==> config.mk <==
export PLATFORM = sky130hd
export DESIGN_NAME = dma_queue_sched
export DESIGN_NICKNAME = d
export VERILOG_FILES = /design/src/rtl/dqs_pkg.sv /design/src/rtl/dqs_dpath.sv /design/src/rtl/dqs_ctrl.sv /design/src/rtl/dma_queue_sched.sv
export SDC_FILE = /design/constraint.sdc
export NUM_CORES = 1
export LEC_CHECK = 0
export BUFFER_PORTS_ARGS = -buffer_cell sky130_fd_sc_hd__buf_2
export CAP_MARGIN = 5
export CORE_UTILIZATION = 30
export DETAILED_ROUTE_END_ITERATION = 10
export SYNTH_ARGS = -nofsm -noshare
export SYNTH_HDL_FRONTEND = slang
export SYNTH_SLANG_ARGS = --single-unit
==> constraint.sdc <==
create_clock -name clk -period 3.7 [get_ports clk]
set_input_delay 0.185 -clock clk [delete_from_list [all_inputs] [get_ports clk]]
set_output_delay 0.185 -clock clk [all_outputs]
set_load 0.01 [all_outputs]
==> src/rtl/dqs_pkg.sv <==
package dqs_pkg;
  localparam int NQ = 3;
  localparam int QW = $clog2(NQ);
  localparam int GW = NQ + 2;
  localparam int G_INT = NQ;
  localparam int G_FETCH = NQ + 1;

  typedef enum logic [2:0] {
    SEL_NONE  = 3'd0,
    SEL_INT   = 3'd1,
    SEL_FETCH = 3'd2,
    SEL_HOLD  = 3'd3,
    SEL_NEW   = 3'd4
  } sel_e;

  typedef struct packed {
    logic decide;
    sel_e sel;
    logic advPtr;
  } strb_t;
endpackage

==> src/rtl/dqs_dpath.sv <==
module dqs_dpath
  import dqs_pkg::*;
#(
  parameter int IDX_W = 6
) (
  input  logic                clk,
  input  logic                rstN,
  input  logic [NQ-1:0]       qReady,
  input  logic [NQ-1:0]       qHalt,
  input  logic [NQ*IDX_W-1:0] qDescIdx,
  input  logic                chainMode,
  input  logic                rrAll,
  input  strb_t               strb,
  output logic                anyElig,
  output logic [QW-1:0]       pickQ,
  output logic [QW-1:0]       sessQ
);
  logic [NQ-1:0] elig;
  logic [QW-1:0] ptrR;
  logic [QW-1:0] ptrEff;
  logic          found;
  int            cand;

  for (genvar i = 0; i < NQ; i++) begin : g_elig
    logic atHead;
    assign atHead  = (qDescIdx[i*IDX_W +: IDX_W] == '0);
    assign elig[i] = qReady[i] & ~qHalt[i] & (~chainMode | atHead);
  end

  assign anyElig = |elig;
  assign ptrEff  = strb.advPtr ? sessQ : ptrR;

  always_comb begin
    pickQ = '0;
    found = 1'b0;
    cand  = 0;
    if (!rrAll && elig[0]) begin
      pickQ = '0;
      found = 1'b1;
    end
    for (int k = 1; k <= NQ; k++) begin
      cand = int'(ptrEff) + k;
      if (cand >= NQ) cand = cand - NQ;
      if (!found && elig[cand[QW-1:0]] && (rrAll || cand != 0)) begin
        pickQ = cand[QW-1:0];
        found = 1'b1;
      end
    end
  end

  always_ff @(posedge clk or negedge rstN) begin
    if (!rstN) begin
      ptrR  <= QW'(NQ - 1);
      sessQ <= '0;
    end else begin
      if (strb.advPtr) ptrR <= sessQ;
      if (strb.decide && strb.sel == SEL_NEW) sessQ <= pickQ;
    end
  end


  ptr_hold_chk: assert property (@(posedge clk) disable iff (!rstN)
    !strb.advPtr |=> $stable(ptrR));


  pick_elig_chk: assert property (@(posedge clk) disable iff (!rstN)
    anyElig |-> elig[pickQ]);
endmodule

==> src/rtl/dqs_ctrl.sv <==
module dqs_ctrl
  import dqs_pkg::*;
(
  input  logic          clk,
  input  logic          rstN,
  input  logic          burstDone,
  input  logic          descDone,
  input  logic          chainDone,
  input  logic          intReq,
  input  logic          fetchReq,
  input  logic [1:0]    arbPoint,
  input  logic [NQ-1:0] qHalt,
  input  logic          anyElig,
  input  logic [QW-1:0] pickQ,
  input  logic [QW-1:0] sessQ,
  output strb_t         strb,
  output logic [GW-1:0] grant,
  output logic          grantValid
);
  logic [GW-1:0] grantR;
  logic [GW-1:0] grantNext;
  logic          sessV;
  logic          qGranted;
  logic          sessHalt;
  logic          bSel;
  logic          qBoundary;
  logic          haltDrop;
  logic          endSess;

  assign qGranted   = |grantR[NQ-1:0];
  assign sessHalt   = sessV & qHalt[sessQ];
  assign haltDrop   = qGranted & sessHalt;
  assign grant      = grantR;
  assign grantValid = |grantR;

  always_comb begin
    unique case (arbPoint)
      2'd1:    bSel = descDone;
      2'd2:    bSel = chainDone;
      default: bSel = 1'b1;
    endcase
  end

  assign qBoundary = qGranted & burstDone & bSel;
  assign endSess   = sessV & (qBoundary | sessHalt);

  always_comb begin
    strb.decide = ~grantValid | burstDone | haltDrop;
    strb.advPtr = qBoundary;
    if (intReq)                 strb.sel = SEL_INT;
    else if (fetchReq)          strb.sel = SEL_FETCH;
    else if (sessV && !endSess) strb.sel = SEL_HOLD;
    else if (anyElig)           strb.sel = SEL_NEW;
    else                        strb.sel = SEL_NONE;
  end

  always_comb begin
    grantNext = grantR;
    if (strb.decide) begin
      grantNext = '0;
      unique case (strb.sel)
        SEL_INT:   grantNext[G_INT] = 1'b1;
        SEL_FETCH: grantNext[G_FETCH] = 1'b1;
        SEL_HOLD:  grantNext[sessQ] = 1'b1;
        SEL_NEW:   grantNext[pickQ] = 1'b1;
        default:   grantNext = '0;
      endcase
    end
  end

  always_ff @(posedge clk or negedge rstN) begin
    if (!rstN) begin
      grantR <= '0;
      sessV  <= 1'b0;
    end else begin
      grantR <= grantNext;
      if (strb.decide) begin
        if (strb.sel == SEL_NEW) sessV <= 1'b1;
        else if (endSess)        sessV <= 1'b0;
      end
    end
  end


  grant_onehot_chk: assert property (@(posedge clk) disable iff (!rstN)
    $onehot0(grantR));


  special_first_chk: assert property (@(posedge clk) disable iff (!rstN)
    ((!grantValid || burstDone) && intReq) |=> grantR[G_INT]);


  int_over_fetch_chk: assert property (@(posedge clk) disable iff (!rstN)
    $rose(grantR[G_FETCH]) |-> !$past(intReq));


  grant_stable_chk: assert property (@(posedge clk) disable iff (!rstN)
    (grantValid && !burstDone && !haltDrop) |=> $stable(grantR));


  idle_chk: assert property (@(posedge clk) disable iff (!rstN)
    (!grantValid && !intReq && !fetchReq && !anyElig) |=> !grantValid);

  for (genvar i = 0; i < NQ; i++) begin : g_haltChk

    halt_block_chk: assert property (@(posedge clk) disable iff (!rstN)
      $rose(grantR[i]) |-> !$past(qHalt[i]));
  end
endmodule

==> src/rtl/dma_queue_sched.sv <==
module dma_queue_sched
  import dqs_pkg::*;
#(
  parameter int IDX_W = 6
) (
  input  logic                clk,
  input  logic                rstN,
  input  logic [NQ-1:0]       qReady,
  input  logic [NQ-1:0]       qHalt,
  input  logic [NQ*IDX_W-1:0] qDescIdx,
  input  logic                burstDone,
  input  logic                descDone,
  input  logic                chainDone,
  input  logic                intReq,
  input  logic                fetchReq,
  input  logic [1:0]          arbPoint,
  input  logic                rrAll,
  output logic [GW-1:0]       grant,
  output logic                grantValid
);
  strb_t         strb;
  logic          anyElig;
  logic [QW-1:0] pickQ;
  logic [QW-1:0] sessQ;
  logic          chainMode;

  assign chainMode = (arbPoint == 2'd2);

  dqs_dpath #(.IDX_W(IDX_W)) dpath_i (
    .clk(clk), .rstN(rstN), .qReady(qReady), .qHalt(qHalt),
    .qDescIdx(qDescIdx), .chainMode(chainMode), .rrAll(rrAll),
    .strb(strb), .anyElig(anyElig), .pickQ(pickQ), .sessQ(sessQ)
  );

  dqs_ctrl ctrl_i (
    .clk(clk), .rstN(rstN), .burstDone(burstDone), .descDone(descDone),
    .chainDone(chainDone), .intReq(intReq), .fetchReq(fetchReq),
    .arbPoint(arbPoint), .qHalt(qHalt), .anyElig(anyElig), .pickQ(pickQ),
    .sessQ(sessQ), .strb(strb), .grant(grant), .grantValid(grantValid)
  );
endmodule

* After elaboration in Yosys (flattened, before gate mapping)
Index checks and enable logic that the tools add are counted.
Word-level totals: register bits after elaboration 10, output and inout port bits 6, bits of input ports 34, word-level logic and storage cells 111
Cells by class: magnitude comparators 11, reductions and logical operators 30, bitwise gates (word level) 22, $add $sub $neg 6, mux-type cells 32, equal/unequal tests 6
Operator list (count):
- greater-or-equal comparator 32 x 3 -> 1 bit (second input constant) | 3
- two-way mux 32 bit | 3
- nonzero test 32 bit | 3
- subtractor 32 x 3 -> 32 bit (second input constant) | 3
- logical NOT 6 bit | 3
- less-than comparator 2 x 3 -> 1 bit (second input constant) | 4
- two-way mux 1 bit | 12
- two-way mux 3 bit | 4
- bitwise AND 1 bit | 11
- logical AND 1 bit | 11
- binary-select mux 1 bit (select 2 bit) | 4
- less-than comparator 2 x 4 -> 1 bit (second input constant) | 2
- two-way mux 2 bit | 4
- adder 2 x 2 -> 3 bit (second input constant) | 2
- equality test 3 x 2 -> 1 bit (second input constant) | 2
- OR 1 bit | 6
- one-hot mux 3 bit (2 select lines) | 1
- OR reduction 3 bit | 2
- logical NOT 1 bit | 5
- NOT 1 bit | 5
- OR reduction 5 bit | 1
- demux 1 bit (select 2 bit) | 2
- greater-or-equal comparator 2 x 1 -> 1 bit (second input constant) | 2
- adder 2 x 1 -> 3 bit (second input constant) | 1
- other kinds (9) | 11

* Logic depth before layout (Yosys ltp)
Gate-level depths: netlist (run 1).
word-level depth 25, gate-level depth with buffers 14, depth with buffers taken out 14

* Modules after synthesis
A second synthesis (run 1) with hierarchy kept.
Second synthesis, totals: cell total of the unflattened synthesis 125, area total of the unflattened synthesis 1081.0 um^2
Modules (own cells, without submodules):
- dqs_dpath | area an instance 535.5 um^2, seq. area each 101.3 um^2, instances 1, cells an instance 66
- dqs_ctrl | area an instance 531.8 um^2, seq. area each 150.1 um^2, instances 1, cells an instance 58
- dma_queue_sched | area an instance 13.8 um^2, seq. area each 0.0 um^2, instances 1, cells an instance 1

* Worst setup path after synthesis (run 1)
Ideal clock, no wire load.
path kind input -> register, from input port arbPoint[0], to register dpath_i.sessQ[1], cell stages on the path 12, data arrival time 2.873 ns, required time 3.575 ns, setup slack 0.702 ns, library setup time 0.125 ns, buffers on the path 0, cell sequence inv_1 ha_1 a221o_1 nand3_2 mux2_2 ha_1 or3b_2 a211oi_1 o32ai_1 a211oi_2 a211oi_2 mux2_2
On the way: cells in the longest elaborated chain, start to end 20, elaborated cells on any way between the ends 63, classes of those cells 6 x add/sub; 3 x order compare; 3 x eq/ne; 21 x mux; 10 x bitwise; 20 x reduce/logical
Ends and longest elaborated chain:
- start, declared | RTL line dma_queue_sched.sv:16 | input logic [1:0] arbPoint,
- equality test 2 bit / equality test 2 x 1 -> 1 bit (equally long branches) | RTL line dqs_ctrl.sv:37 | unique case (arbPoint)
- one-hot mux 1 bit (2 select lines) * | RTL line dqs_ctrl.sv:37
- bitwise AND 1 bit * | RTL line dqs_ctrl.sv:44 | assign qBoundary = qGranted & burstDone & bSel;
- two-way mux 2 bit * | RTL line dqs_dpath.sv:31 | assign ptrEff = strb.advPtr ? sessQ : ptrR;
- via dpath_i.ptrEff[1] | RTL line dqs_dpath.sv:20 | logic [QW-1:0] ptrEff;
- adder 2 x 1 -> 3 bit | RTL line dqs_dpath.sv:42 | cand = int'(ptrEff) + k;
- subtractor 32 x 3 -> 32 bit / greater-or-equal comparator 32 x 3 -> 1 bit (equally long branches) | RTL line dqs_dpath.sv:43 | if (cand >= NQ) cand = cand - NQ;
- two-way mux 32 bit | RTL line dqs_dpath.sv:43
- [... 2 more ...]
- logical AND 1 bit (2 in series) | RTL line dqs_dpath.sv:44 | if (!found && elig[cand[QW-1:0]] && (rrAll || cand != 0)) begin
- two-way mux 1 bit | RTL line dqs_dpath.sv:44
- logical NOT 1 bit | RTL line dqs_dpath.sv:44
- logical AND 1 bit (2 in series) | RTL line dqs_dpath.sv:44
- two-way mux 1 bit | RTL line dqs_dpath.sv:44
- logical NOT 1 bit | RTL line dqs_dpath.sv:44
- logical AND 1 bit (2 in series) | RTL line dqs_dpath.sv:44
- two-way mux 2 bit * | RTL line dqs_dpath.sv:44
- end signal, assigned | RTL line dqs_dpath.sv:57 | if (strb.decide && strb.sel == SEL_NEW) sessQ <= pickQ;
- end, declared | RTL line dqs_dpath.sv:16 | output logic [QW-1:0] sessQ
The timed path passes the listed nets; every way through them passes the cells marked *. The select of a mux whose other input is x is not followed. A chain may end at the register's enable or synchronous reset.

* Worst setup path in the final report (run 1)
from register ctrl_i.grantR[1] (netlist: ctrl_i.grant[1]), to register ctrl_i.grantR[0] (netlist: ctrl_i.grant[0])
On the way: cells in the longest elaborated chain, start to end 25, elaborated cells on any way between the ends 61, classes of those cells 6 x add/sub; 5 x order compare; 2 x eq/ne; 21 x mux; 8 x bitwise; 19 x reduce/logical
Ends and longest elaborated chain:
- start, declared | RTL line dqs_ctrl.sv:20 | logic [GW-1:0] grantR;
- start signal, assigned | RTL line dqs_ctrl.sv:76 | grantR <= grantNext;
- OR reduction 3 bit | RTL line dqs_ctrl.sv:30 | assign qGranted = |grantR[NQ-1:0];
- bitwise AND 1 bit (2 in series) | RTL line dqs_ctrl.sv:44
- two-way mux 2 bit | RTL line dqs_dpath.sv:31
- adder 2 x 1 -> 3 bit | RTL line dqs_dpath.sv:42
- subtractor 32 x 3 -> 32 bit / greater-or-equal comparator 32 x 3 -> 1 bit (equally long branches) | RTL line dqs_dpath.sv:43
- two-way mux 32 bit | RTL line dqs_dpath.sv:43
- binary-select mux 1 bit (select 2 bit) | RTL line dqs_dpath.sv:44
- two-way mux 1 bit (not written as such) | RTL line dqs_dpath.sv:44
- [... 7 more ...]
- logical NOT 1 bit | RTL line dqs_dpath.sv:44
- logical AND 1 bit (2 in series) | RTL line dqs_dpath.sv:44
- two-way mux 2 bit | RTL line dqs_dpath.sv:44
- less-than comparator 2 x 4 -> 1 bit (not written as such) / greater-or-equal comparator 2 x 1 -> 1 bit (equally long branches) | RTL line dqs_ctrl.sv:65 | SEL_NEW: grantNext[pickQ] = 1'b1;
- logical AND 1 bit (not written as such) | RTL line dqs_ctrl.sv:65
- two-way mux 1 bit (not written as such) | RTL line dqs_ctrl.sv:65
- demux 1 bit (select 2 bit)
- one-hot mux 3 bit (2 select lines) | RTL line dqs_ctrl.sv:61 | unique case (strb.sel)
Several ways; a longest one is shown, not always the timed one. The select of a mux whose other input is x is not followed.

==> results_dict.tcl, run 1 <==
set metrics [dict create \
    die_area_um2 3750 \
    drive_above_1_share_pct 42.9 \
    r2r_start "ctrl_i.grant[1]$_DFFE_PN0P_" \
    slew_viol_final 0 \
    routabilityCongestion 0.848 \
    n_antenna_cell 0 \
    end_kind "flop" \
    nets 197 \
    cp_data_required_time_ns 3.85 \
    setup_viol 0 \
    powerDensity_nw_per_um2 461 \
    worstHoldPathCells 3 \
    portBuffers 39 \
    synth.distinct_cells 45 \
    maxCapViolCount 0 \
    ir_drop_mv 0.143 \
    synth_area_leaders "dfrtp_1, ha_1, nand2b_1" \
    crit_type "reg2reg" \
    yosysTopAreaCellShare_pct 21.4 \
    synth_common_cells "dfrtp_1, nor2_1, nand2b_1, inv_1, nand2_1" \
    dr.first_iter.drc_count 47 \
    die_height_um 61.3 \
    worstHoldEndpoint "ctrl_i.grant[4]$_DFFE_PN0P_" \
    fin_crit_sh_pct 86.3 \
    fin_skew_ns 0.00192 \
    fmax_mhz 313 \
    finalHoldViolCount 0 \
    cts_tree "yes" \
    ys_warn_count 0 \
    synth_enable_flop_cells 0 \
    synth_flop_cell "dfrtp_1" \
    antenna_found_initial 0 \
    synthesis.nets 154 \
    place_area_um2 1300 \
    die_x_um 61.3 \
    start_util_pct 31.3 \
    rsz0062_at_grt "false" \
    worst_pin_slew_ns 0.467 \
    seq_area_frac_synth_pct 23.9 \
    track_usage_pct 13.9 \
    power_leakage_uw 0.000593 \
    worstPathMaxFanout 6 \
    synth.avg_cell_area_um2 9.24 \
    wire_per_inst_um 12.4 \
    dp.final_hpwl_mm 2.12 \
    async_flop_share_pct 100 \
    clockBufferDepth 2 \
    outcome "complete, no violations" \
    cts.clk_slew.worst_paths_ns 0.07 \
    arrival_ns 3.35 \
    ios 40 \
    r2r_setup_slack_ns 0.51 \
    synth_top_cell_by_area "dfrtp_1" \
    cts_buffers 3 \
    vias_per_cell 5.01 \
    post-route-min-period_ns 3.19 \
    syn_inst 114 \
    htreeDepth 1 \
    syn_area_um2 1050 \
    grt.overflow.total 0 \
    cts_sinks 10 \
    wl_mm 2.51 \
    placeableCoreArea_um2 3360 \
    r2r_cells 10 \
    grt_pass1_wl_mm 3.99 \
    vias 1012 \
    finalSetupTns_ns 0 \
    antenna_left 0 \
    rows 21 \
    r2r_end "ctrl_i.grant[0]$_DFFE_PN0P_" \
    clock_latency_ns 0.27 \
    syn2layout_area_growth_pct 27.4 \
    hp-class "in2reg" \
    hold_start "fetchReq" \
    dr.pass1.iters 4 \
    synth.ff_latch_count 10 \
    grt_max_degree 11 \
    cts_root_buf "clkbuf_4" \
    worstSetupStartpointType "flop" \
    first_global_vias 902 \
    slew_headroom_pct 68.8 \
    drc 0 \
    fin_area_um2 1340 \
]
-- per-layer routing --
| layer | track usage [%] | wire [µm] | part of all wire [%] | vias up |
|---|---|---|---|---|
| met3 | 2.52 | 116 | 4.6 | 0 |
| met1 | 18.6 | 1190 | 47 | 466 |
| li1 | - | - | - | 519 |
| met2 | 23.8 | 1200 | 48 | 27 |
| met4 | 1.95 | 0 | 0 | 0 |
| met5 | 0 | 0 | 0 | - |
-- flip-flops by register name, indices dropped and copies added (netlist names) --
register,flops
ctrl_i.grant,5
dpath_i.ptrR,2
ctrl_i.sessV,1
dpath_i.sessQ,2
-- where the power goes --
| part | leakage, µW | switching [µW] | internal, µW |
|---|---|---|---|
| logic | 0.000443 | 183 | 155 |
| clock network | 0.0000210 | 39.1 | 59.8 |
| registers | 0.000129 | 40.1 | 142 |
| total | 0.000593 | 263 | 356 |
-- area by class of cell --
class | count | area [µm²]
Inverter | 7 | 26.3
Sequential cell | 10 | 251
Multi-Input combinational cell | 95 | 766
Timing Repair Buffer | 40 | 205
Fill cell | 361 | 2020
Clock buffer | 4 | 36.3
Tap cell | 46 | 57.6
-- cells in the final DEF, fill, tap and decap left out, drive strengths merged, types with 2 or more instances in the layout --
cell type	netlist	final
a211oi	3	3
a21o	2	2
a21oi	5	5
a221o	2	2
and3	2	2
buf	2	39
clkbuf	0	4
dfrtp	9	9
ha	6	6
inv	7	7
mux2	2	2
mux2i	3	3
nand2	8	8
nand2b	8	8
nand3	3	3
nand3b	3	3
nor2	9	9
nor2b	5	5
nor3	3	3
nor3b	3	3
nor4	4	4
o21ai	5	5
o2bb2ai	2	2
o31ai	2	2
or4	2	2
-- timing repair --
| item | CTS | global route |
|---|---|---|
| gates resized for setup | 0 | 0 |
| hold endpoints to repair | 9 | 0 |
| buffers inserted | 0 | 0 |
| hold buffers | 1 | 0 |
-- worst max path at each step --
| stage | to | start |
|---|---|---|
| global route | ctrl_i.grant[0]$_DFFE_PN0P_ | ctrl_i.grant[0]$_DFFE_PN0P_ |
| detailed placement | ctrl_i.grant[0]$_DFFE_PN0P_ | arbPoint[0] |
| CTS | ctrl_i.grant[0]$_DFFE_PN0P_ | ctrl_i.grant[1]$_DFFE_PN0P_ |
| finish | ctrl_i.grant[0]$_DFFE_PN0P_ | ctrl_i.grant[1]$_DFFE_PN0P_ |
| global placement | ctrl_i.grant[0]$_DFFE_PN0P_ | arbPoint[0] |
| floorplan | dpath_i.sessQ[1]$_DFFE_PN0P_ | arbPoint[0] |
-- metrics by stage --
step	worst slack (ns)	utilization [%]	total power [µW]	hold slack (ns)	cells
after floorplan	0.702	-	431	-0.111	114
after global placement	0.379	38.5	518	0.0597	197
after detailed placement	0.330	38.5	521	0.0620	197
after CTS	0.471	39.9	623	0.191	202
after global routing	0.292	39.9	669	0.204	202
final	0.505	39.9	619	0.190	202
-- critical path, stage by stage, from the launching register on --
cell and delay, ns:
dfrtp_1 0.39, or3_4 0.43, and3_4 0.22, mux2i_1 0.33, ha_1 0.33, nor4_1 0.09, o32ai_1 0.47, a211oi_2 0.14
a211oi_2 0.28, nor2_1 0.07, a221o_1 0.33
-- cells by family (layout without fill, tap and decap cells) --
family | Yosys count | after routing | share of synthesized area, %
AOI/OAI and AO/OA | 28 | 28 | 23.8
DFF | 10 | 10 | 23.9
buffers and inverters | 9 | 51 | 3.44
adders and majority gates | 6 | 6 | 7.13
muxes | 5 | 5 | 4.99
and+or+nand+nor | 56 | 56 | 36.8
No activity file was read; power rests on OpenSTA's default activity.
==> run 2, diff against run 1 <==
- SLEW_MARGIN: default -> 15
- clock period: 3.7 -> 2.75 ns (I/O delays scaled with it)
==> results_dict.tcl, run 2 (synthesis gave the netlist of run 1 again) <==
set metrics [dict create \
    fin_area_um2 1560 \
    ir_drop_mv 0.267 \
    largest_reg_flops 5 \
    wl_mm 2.77 \
    slew_viol_final 0 \
    hp-class "in2reg" \
    dp.final_hpwl_mm 2.35 \
    n_antenna_cell 0 \
    outcome "finished with violations" \
    drive_above_1_share_pct 55.8 \
    dr.first_iter.drc_count 19 \
    die_x_um 61.3 \
    vias 1087 \
    first_global_vias 1006 \
    end_kind "flop" \
    grt_max_degree 11 \
    crit_type "reg2reg" \
    r2r_end "dpath_i.sessQ[1]$_DFFE_PN0P_" \
    cp_data_required_time_ns 2.89 \
    fin_crit_sh_pct 106 \
    power_leakage_uw 0.000693 \
    worst_hold_slack_ns 0.148 \
    final_cell_count_no_fill 218 \
    antenna_left 0 \
    cp-endpoint "dpath_i.sessQ[1]$_DFFE_PN0P_" \
    cts_root_buf "clkbuf_4" \
    worstPathMaxFanout 4 \
    fmax_mhz 344 \
    dr.pass1.iters 4 \
    clock_latency_ns 0.26 \
    nets 213 \
    syn2layout_area_growth_pct 47.9 \
    drc 0 \
    arrival_ns 3.05 \
    cts_sinks 10 \
    ios 40 \
    die_height_um 61.3 \
    cts_tree "yes" \
    post-route-min-period_ns 2.90 \
    combPwrFrac_pct 63.9 \
    track_usage_pct 15.4 \
    htreeDepth 1 \
    rows 21 \
    grt.overflow.total 0 \
    routabilityCongestion 0.908 \
    grt_pass1_wl_mm 4.32 \
    placeableCoreArea_um2 3360 \
    final_cell_mix "buf_2, buf_4, nor2_1, dfrtp_1" \
    r2r_start "ctrl_i.grant[0]$_DFFE_PN0P_" \
    p_int_uw 591 \
    worstHoldPathCells 3 \
    start_util_pct 31.3 \
    setup_viol 5 \
    cts_buffers 3 \
    place_area_um2 1470 \
    r2r_setup_slack_ns -0.15 \
    slew_headroom_pct 72.8 \
    die_area_um2 3750 \
    worstSetupStartpointType "flop" \
    finalHoldViolCount 0 \
    cts.clk_slew.worst_paths_ns 0.06 \
    violations "setup timing" \
    power_frac_seq_pct 23.3 \
    wire_per_inst_um 12.7 \
    fin_skew_ns 0.00246 \
    r2r_cells 10 \
    antenna_found_initial 0 \
    netSwitchingFraction_pct 40.9 \
    maxCapViolCount 0 \
    clkPwrFrac_pct 12.8 \
    dp.cells 211 \
    powerDensity_nw_per_um2 642 \
    p_sw_uw 409 \
    portBuffers 39 \
    mostFrequentLayoutCell "buf_2" \
    vias_per_cell 4.99 \
    postLayoutSetupSlackWorst_ns -0.154 \
    rsz0062_at_grt "true" \
    worst_pin_slew_ns 0.406 \
    startpoint "ctrl_i.grant[0]$_DFFE_PN0P_" \
    clockBufferDepth 2 \
    post-place-ws_ns -0.240 \
]
## run 2: routing by layer
layer	part of all wire [%]	global-route usage, %	routed length (µm)	up-vias
met5	0	0	0	-
met4	0	0.974	0	0
met3	4.3	3.78	120	0
met2	51	26.4	1420	24
met1	44	20.6	1230	512
li1	-	-	-	551
## run 2: what timing repair did
action                     4_1_cts  5_1_grt
gates resized for setup          2        4
hold endpoints to repair        10        0
setup endpoints to repair        5        5
hold buffers                     1        0
gates cloned                     0        0
buffers inserted                 1        1
pin swaps                        3        7
## run 2: area by class of cell
type	instances	area, µm²
fill	359	1810
multi-input combinational	95	858
clock buffer	4	36.3
timing repair buffer	56	325
sequential	10	251
tap	46	57.6
inverter	7	28.8
## run 2: worst min path at each step
stage | from | to | slack (ns)
floorplan | rstN | ctrl_i.grant[0]$_DFFE_PN0P_ | -0.16
global placement | rstN | ctrl_i.grant[3]$_DFFE_PN0P_ | 0.004
detailed placement | rstN | ctrl_i.grant[3]$_DFFE_PN0P_ | 0.008
CTS | fetchReq | ctrl_i.grant[4]$_DFFE_PN0P_ | 0.14
global route | fetchReq | ctrl_i.grant[4]$_DFFE_PN0P_ | 0.14
finish | fetchReq | ctrl_i.grant[4]$_DFFE_PN0P_ | 0.15
## run 2: worst max-delay path, stage by stage (launching register included)
cell and delay, ns:
dfrtp_1 0.38, or3_4 0.42, nand3_4 0.08, mux2_4 0.35, ha_4 0.19, or3b_4 0.37, a211oi_2 0.24, o32ai_2 0.14
a211oi_2 0.26, a211oi_2 0.07, mux2_4 0.28
## run 2: power by group through the flow
| stage | clock network [µW] | logic (µW) | registers (µW) |
|---|---|---|---|
| 2_1_floorplan | 0 | 401 | 225 |
| 3_3_place_gp | 0 | 598 | 235 |
| 3_5_place_dp | 0 | 603 | 236 |
| 4_1_cts | 134 | 620 | 233 |
| 5_1_grt | 143 | 705 | 239 |
| 6_report | 128 | 639 | 233 |
## run 2: stage by stage
stage / total power, µW / utilization [%] / setup TNS [ns]
2_1_floorplan: 626 / - / -0.0175
3_3_place_gp: 833 / 43.8 / -0.726
3_5_place_dp: 840 / 43.8 / -0.875
4_1_cts: 988 / 45.7 / -0.408
5_1_grt: 1090 / 46.3 / -1.01
6_report: 1000 / 46.3 / -0.609
